## src/rtl/dma_rs_pkg.sv

```systemverilog
// Package: shared types for the DMA request sense unit.
// Assumes: transfer mode encoding is fixed at 0 single, 1 block,
// 2 continuous, 3 burst.
package dma_rs_pkg;

    typedef enum logic [1:0] {
        XM_SINGLE = 2'd0,
        XM_BLOCK  = 2'd1,
        XM_CONT   = 2'd2,
        XM_BURST  = 2'd3
    } xfer_mode_e;

    typedef enum logic [1:0] {
        SQ_IDLE = 2'd0,
        SQ_BUSY = 2'd1,
        SQ_GAP  = 2'd2
    } seq_state_e;

    // Transition sensing is not allowed with continuous transfer.
    function automatic logic combo_legal(input logic edge_mode, input xfer_mode_e mode);
        return !(edge_mode && (mode == XM_CONT));
    endfunction

endpackage

```

## src/rtl/rs_sync.sv

```systemverilog
// Module: rs_sync
// Brings an asynchronous input into the clock domain through STAGES flops.
// Assumes: STAGES >= 2. The reset value is supplied as an input, so that
// the chain can settle at the inactive level for the selected polarity.
module rs_sync #(
    parameter int STAGES = 2
) (
    input  logic clk,
    input  logic rst_n,
    input  logic rst_val,
    input  logic d,
    output logic q
);

    logic [STAGES-1:0] pipe;

    for (genvar i = 0; i < STAGES; i++) begin : g_stage
        if (i == 0) begin : g_first
            // First stage captures the raw pin.
            always_ff @(posedge clk) begin
                if (!rst_n) pipe[0] <= rst_val;
                else        pipe[0] <= d;
            end
        end else begin : g_rest
            // Later stages resolve metastability.
            always_ff @(posedge clk) begin
                if (!rst_n) pipe[i] <= rst_val;
                else        pipe[i] <= pipe[i-1];
            end
        end
    end

    assign q = pipe[STAGES-1];

endmodule

```

## src/rtl/rs_detect.sv

```systemverilog
// Module: rs_detect
// Applies polarity to the synchronised request and produces either a
// transition hit or a level hit. It also decides whether the configured
// sense/mode pairing is legal.
// Assumes: the configuration is static while a transfer is outstanding.
module rs_detect
    import dma_rs_pkg::*;
(
    input  logic       clk,
    input  logic       rst_n,
    input  logic       req_sync,
    input  logic       active_low,
    input  logic       edge_mode,
    input  xfer_mode_e mode,
    output logic       req_act,
    output logic       req_hit,
    output logic       legal
);

    logic act_q;

    assign req_act = req_sync ^ active_low;
    assign legal   = combo_legal(edge_mode, mode);

    // Remembers the previous active state for transition detection.
    always_ff @(posedge clk) begin
        if (!rst_n) act_q <= 1'b0;
        else        act_q <= req_act;
    end

    // Chooses the recognition rule and blocks illegal pairings.
    always_comb begin
        if (!legal)         req_hit = 1'b0;
        else if (edge_mode) req_hit = req_act && !act_q;
        else                req_hit = req_act;
    end

    // in transition mode a hit cannot persist into a second cycle.
    a_r3_edge_one_cycle: assert property (@(posedge clk) disable iff (!rst_n)
        (edge_mode && req_hit) |=> !(edge_mode && req_hit));

endmodule

```

## src/rtl/rs_ack_seq.sv

```systemverilog
// Module: rs_ack_seq
// Sequencer: issues the trigger, holds the acknowledge for a minimum
// width and until the engine reports done, and enforces a minimum low
// interval in transition mode. Requests are only accepted in idle.
// Assumes: ACK_MIN >= 2 and GAP_MIN >= 2; xfer_done may pulse at any
// time after trig and is remembered until the minimum width has passed.
module rs_ack_seq
    import dma_rs_pkg::*;
#(
    parameter int ACK_MIN = 2,
    parameter int GAP_MIN = 2,
    parameter int CNT_W   = 2
) (
    input  logic clk,
    input  logic rst_n,
    input  logic req_hit,
    input  logic req_act,
    input  logic edge_mode,
    input  logic cont_level,
    input  logic xfer_done,
    output logic trig_o,
    output logic ack_o,
    output logic pause_o
);

    localparam logic [CNT_W-1:0] ACK_LAST = CNT_W'(ACK_MIN - 1);
    localparam logic [CNT_W-1:0] GAP_LAST = CNT_W'(GAP_MIN - 1);

    seq_state_e       st;
    logic [CNT_W-1:0] cnt;
    logic             done_seen;
    logic             done_now;

    assign done_now = done_seen || xfer_done;

    // Main sequencer: state, width counter, trigger and acknowledge.
    always_ff @(posedge clk) begin
        if (!rst_n) begin
            st        <= SQ_IDLE;
            cnt       <= '0;
            done_seen <= 1'b0;
            trig_o    <= 1'b0;
            ack_o     <= 1'b0;
        end else begin
            trig_o <= 1'b0;
            case (st)
                SQ_IDLE: begin
                    if (req_hit) begin
                        st        <= SQ_BUSY;
                        cnt       <= '0;
                        done_seen <= 1'b0;
                        trig_o    <= 1'b1;
                        ack_o     <= 1'b1;
                    end
                end
                SQ_BUSY: begin
                    if (done_now && (cnt >= ACK_LAST)) begin
                        ack_o     <= 1'b0;
                        cnt       <= '0;
                        done_seen <= 1'b0;
                        st        <= edge_mode ? SQ_GAP : SQ_IDLE;
                    end else begin
                        done_seen <= done_now;
                        if (cnt < ACK_LAST) cnt <= cnt + 1'b1;
                    end
                end
                SQ_GAP: begin
                    if (cnt >= GAP_LAST) st <= SQ_IDLE;
                    else                 cnt <= cnt + 1'b1;
                end
                default: st <= SQ_IDLE;
            endcase
        end
    end

    // Pause request while a continuous level transfer loses its request.
    assign pause_o = cont_level && (st == SQ_BUSY) && !req_act;

    // a falling acknowledge was high for at least two cycles.
    a_r5_ack_width: assert property (@(posedge clk) disable iff (!rst_n)
        $fell(ack_o) |-> $past(ack_o, 2));

    // in transition mode a rising acknowledge was low for two cycles.
    a_r6_edge_gap: assert property (@(posedge clk) disable iff (!rst_n)
        (edge_mode && $rose(ack_o)) |-> !$past(ack_o, 2));

    // a trigger only comes with a fresh acknowledge.
    a_r7_trig_on_rise: assert property (@(posedge clk) disable iff (!rst_n)
        trig_o |-> $rose(ack_o));

    // the trigger is a single-cycle pulse.
    a_r10_trig_pulse: assert property (@(posedge clk) disable iff (!rst_n)
        trig_o |=> !trig_o);

    // a pause request only exists during a transfer.
    a_r9_pause_in_xfer: assert property (@(posedge clk) disable iff (!rst_n)
        pause_o |-> ack_o);

endmodule

```

## src/rtl/dma_req_sense.sv

```systemverilog
// Module: dma_req_sense (top)
// DMA request sense and acknowledge unit: synchroniser, detector and
// acknowledge sequencer. It also registers the configuration legality
// flag.
// Assumes: cfg_* inputs change only while idle or under reset.
module dma_req_sense
    import dma_rs_pkg::*;
#(
    parameter int SYNC_STAGES = 2,
    parameter int ACK_MIN     = 2,
    parameter int GAP_MIN     = 2
) (
    input  logic       clk,
    input  logic       rst_n,
    input  logic       req_in,
    input  logic       cfg_edge,
    input  logic       cfg_active_low,
    input  logic [1:0] cfg_mode,
    input  logic       xfer_done,
    output logic       trig,
    output logic       ack_out,
    output logic       pause,
    output logic       cfg_err
);

    localparam int CNT_MAX = (ACK_MIN > GAP_MIN) ? ACK_MIN : GAP_MIN;
    localparam int CNT_W   = $clog2(CNT_MAX + 1);

    xfer_mode_e mode;
    logic       req_sync;
    logic       req_act;
    logic       req_hit;
    logic       legal;
    logic       cont_level;

    assign mode       = xfer_mode_e'(cfg_mode);
    assign cont_level = !cfg_edge && (mode == XM_CONT);

    rs_sync #(.STAGES(SYNC_STAGES)) u_sync (
        .clk     (clk),
        .rst_n   (rst_n),
        .rst_val (cfg_active_low),
        .d       (req_in),
        .q       (req_sync)
    );

    rs_detect u_detect (
        .clk        (clk),
        .rst_n      (rst_n),
        .req_sync   (req_sync),
        .active_low (cfg_active_low),
        .edge_mode  (cfg_edge),
        .mode       (mode),
        .req_act    (req_act),
        .req_hit    (req_hit),
        .legal      (legal)
    );

    rs_ack_seq #(
        .ACK_MIN (ACK_MIN),
        .GAP_MIN (GAP_MIN),
        .CNT_W   (CNT_W)
    ) u_seq (
        .clk        (clk),
        .rst_n      (rst_n),
        .req_hit    (req_hit),
        .req_act    (req_act),
        .edge_mode  (cfg_edge),
        .cont_level (cont_level),
        .xfer_done  (xfer_done),
        .trig_o     (trig),
        .ack_o      (ack_out),
        .pause_o    (pause)
    );

    // Registers the configuration error flag.
    always_ff @(posedge clk) begin
        if (!rst_n) cfg_err <= 1'b0;
        else        cfg_err <= !legal;
    end

    // an illegal pairing flagged last cycle produces no trigger now.
    a_r8_illegal_quiet: assert property (@(posedge clk) disable iff (!rst_n)
        cfg_err |-> !trig);

    // outputs are quiet in the first cycle after reset.
    a_r1_reset_quiet: assert property (@(posedge clk)
        $rose(rst_n) |-> (!trig && !ack_out && !pause));

endmodule

```

## config.mk

```make
export PLATFORM = sky130hd
export DESIGN_NAME = dma_req_sense
export DESIGN_NICKNAME = d
export VERILOG_FILES = /design/src/rtl/dma_rs_pkg.sv /design/src/rtl/rs_sync.sv /design/src/rtl/rs_detect.sv /design/src/rtl/rs_ack_seq.sv /design/src/rtl/dma_req_sense.sv
export SDC_FILE = /design/constraint.sdc
export NUM_CORES = 1
export LEC_CHECK = 0
export ABC_AREA = 0
export BUFFER_PORTS_ARGS = -buffer_cell sky130_fd_sc_hd__clkbuf_2
export CAP_MARGIN = 20
export CORE_AREA = 4 4 41 43
export CTS_BUF_LIST = sky130_fd_sc_hd__clkbuf_16
export CTS_CLUSTER_SIZE = 40
export DETAILED_ROUTE_END_ITERATION = 8
export DIE_AREA = 0 0 45 47
export PLACE_DENSITY = 0.72
export SYNTH_ARGS = -nofsm -noshare
export SYNTH_HDL_FRONTEND = slang
export SYNTH_SLANG_ARGS = --single-unit
```

## constraint.sdc

```tcl
create_clock -name clk -period 3 [get_ports clk]
set_input_delay 0.3 -clock clk [delete_from_list [all_inputs] [get_ports clk]]
set_output_delay 0.3 -clock clk [all_outputs]
set_load 0.01 [all_outputs]
```

==> impl_metrics.json <==
{
  "status": "complete, no violations",
  "critical_path_required_ns": 2.70,
  "cts.repair.resized": 0,
  "rsz0062_at_grt": "no",
  "ys_types": 33,
  "utilization_pct": 61.63,
  "cap_violations": 0,
  "max_freq_mhz": 618.8,
  "synth-seq-area-share_pct": 33.72,
  "hold_end": "u_sync.pipe[0]",
  "yosysTopAreaCellShare_pct": 33.72,
  "min_path_type": "in -> reg",
  "worstSkewPairLatency_ns": 0.24,
  "place_hpwl_microns": 999.9,
  "numPortBuffers": 11,
  "grt_usage_pct": 16.81,
  "syn-num-nets": 84,
  "met1_usage_pct": 17.93,
  "fin_skew_ns": 0.002305,
  "multi_input_area_sq_um": 414.1,
  "setup_tns_ns": 0,
  "initial_core_util_pct": 50.19,
  "fp.dieH_microns": 47,
  "path_class": "reg -> out",
  "post_cts_buffers": 0,
  "min_period_ns": 1.616,
  "powerDensity_nw_per_um2": 697.3,
  "syn-instance-count": 71,
  "routed_wl_mm": 1.386,
  "place.gp.congestion": 0.7927,
  "area_growth_pct": 22.80,
  "cts_buffer_depth": 2,
  "clkTransAtPathRegs_ns": 0.04,
  "slew_violations": 0,
  "fillers": 119,
  "fin_nets": 99,
  "cts_root_buffer": "clkbuf_16",
  "r2r-start": "u_seq.st[1]",
  "synth_area_leader_cell": "dfxtp_1",
  "rrSetupSlack_ns": 1.39,
  "startpoint_type": "flop",
  "synthTopCellsByArea": "dfxtp_1, ha_1, nand2_1",
  "synth-seq-cells": 11,
  "path_max_fanout": 8,
  "final_common_cell": "nand2_1",
  "busiest_layer": "met2",
  "arrival_ns": 1.32,
  "final_cell_mix": "nand2_1, dfxtp_1, clkbuf_2, inv_1, ha_1",
  "largestRegisters": "u_seq.cnt: 2 flops, u_seq.st: 2 flops",
  "gr-total-overflow": 0,
  "grt_max_degree": 17,
  "clock-sinks": 11,
  "period_share_pct": 53.87,
  "numCtsBuffers": 3,
  "ir_drop_v": 0.0003637,
  "cts_hold_buf": 0,
  "h-tree-depth": 1,
  "syn-cell-area_sq_um": 653.1,
  "setup_viol": 0,
  "cts_tree": "done",
  "die_x_microns": 45,
  "finalHoldViolCount": 0,
  "met3_usage_pct": 5.364,
  "fp-row-count": 13,
  "drc_errors": 0,
  "syn_avg_cell_area_sq_um": 9.199,
  "final-seq-area_sq_um": 220.2,
  "grt_use_met2_pct": 28.53,
  "relSlewSlack_pct": 76.63,
  "rr_worst_depth": 6,
  "min_from": "req_in",
  "r2r-end": "u_seq.st[1]",
  "grt_pass1_wl_mm": 2.477,
  "antenna-diode-count": 0,
  "power.leakage_nw": 0.3838,
  "io_pins": 12,
  "first_global_vias": 592,
  "endpoint_kind": "primary output",
  "drive_above_1_share_pct": 24.71,
  "min_path_cells": 3,
  "firstDrtPassIters": 4,
  "core_area_sq_um": 1301,
  "antenna_found_initial": 0,
  "ant_nets": 0,
  "drt-initial-drc-count": 8,
  "tightest_slew_ns": 0.3491,
  "wl_per_cell_microns": 13.86,
  "num_vias": 575,
  "yosys_warnings": 0,
  "die_area_sq_um": 2115,
  "via_per_inst": 5.750
}
per-stage QoR:
step                 power, W  setup slack (ns)  cells  hold slack [ns]  cell area [sq um]
finish              0.0005592             1.384    100           0.2524              802.0
global placement    0.0003093             1.452     96           0.4087              723.2
detailed placement  0.0003132             1.450     96           0.4195              723.2
CTS                 0.0005609             1.379    100           0.2545              802.0
global route        0.0005899             1.291    100           0.2890              802.0
floorplan           0.0002779             1.656     71           0.4035              653.1
critical path: stages (launching register included):
cell and delay, ns:
dfxtp_1 0.37, inv_1 0.08, ha_1 0.27, and4b_1 0.23, clkbuf_2 0.12
worst max path at each step:
stage / startpoint / to / slack, ns / depth (start not counted)
after CTS: u_seq.st[1] / pause / 1.38 / 4
after floorplan: u_seq.st[1] / u_seq.cnt[0] / 1.66 / 6
after global routing: u_seq.st[1] / u_seq.st[1] / 1.29 / 6
final: u_seq.st[1] / pause / 1.38 / 4
after global placement: u_seq.st[1] / u_seq.st[1] / 1.45 / 6
after detailed placement: u_seq.st[1] / u_seq.st[1] / 1.45 / 6
area by class of cell:
cell class / count / area share [%]
well taps: 15 / 2.340
clock buffers: 3 / 9.360
clock inverters: 1 / 0.4680
repair buffers: 11 / 6.864
flip-flops and latches: 11 / 27.46
inverters: 4 / 1.872
multi-input cells: 55 / 51.64
metal layers:
layer	share of wire, %	wire [microns]
met5	0	0
met4	3.2	45
met3	5.8	81
met2	50	688
met1	41	570
cells by family after synthesis:
logic type / synth area share [%]
compound gates: 12.07
fa+ha+maj: 9.579
xor+xnor: 3.832
flops: 33.72
buf+inv: 2.872
mux: 4.598
simple gates: 33.34
cells in the mapped netlist:
cell type and number:
o21bai_1 1, xnor2_2 1, nor2_1 1, dfxtp_1 11, mux2i_1 3, inv_1 4, nor2b_4 2, and3b_1 1
o22ai_1 1, nand4b_2 1, nand2_1 12, nor3_1 2, nand4_1 1, or2_1 1, nor2b_1 1, o21a_1 1
o211ai_1 3, nand3_1 4, clkbuf_1 1, and4b_1 1, o21ai_0 1, ha_1 5, a21oi_1 1, xor2_1 1
and2b_1 1, nand2_2 1, and3_1 1, and2_1 1, a31oi_1 1, nor3b_2 2, o311a_1 1, o2111ai_1 1
or2b_1 1
power by group:
part / leakage (nW) / switching [W] / internal, W
clock: 0.0423 / 0.0000695 / 0.000175
sequential: 0.0906 / 0.0000124 / 0.000164
combinational: 0.251 / 0.0000759 / 0.0000619
Power figures use the tool's default switching activity.
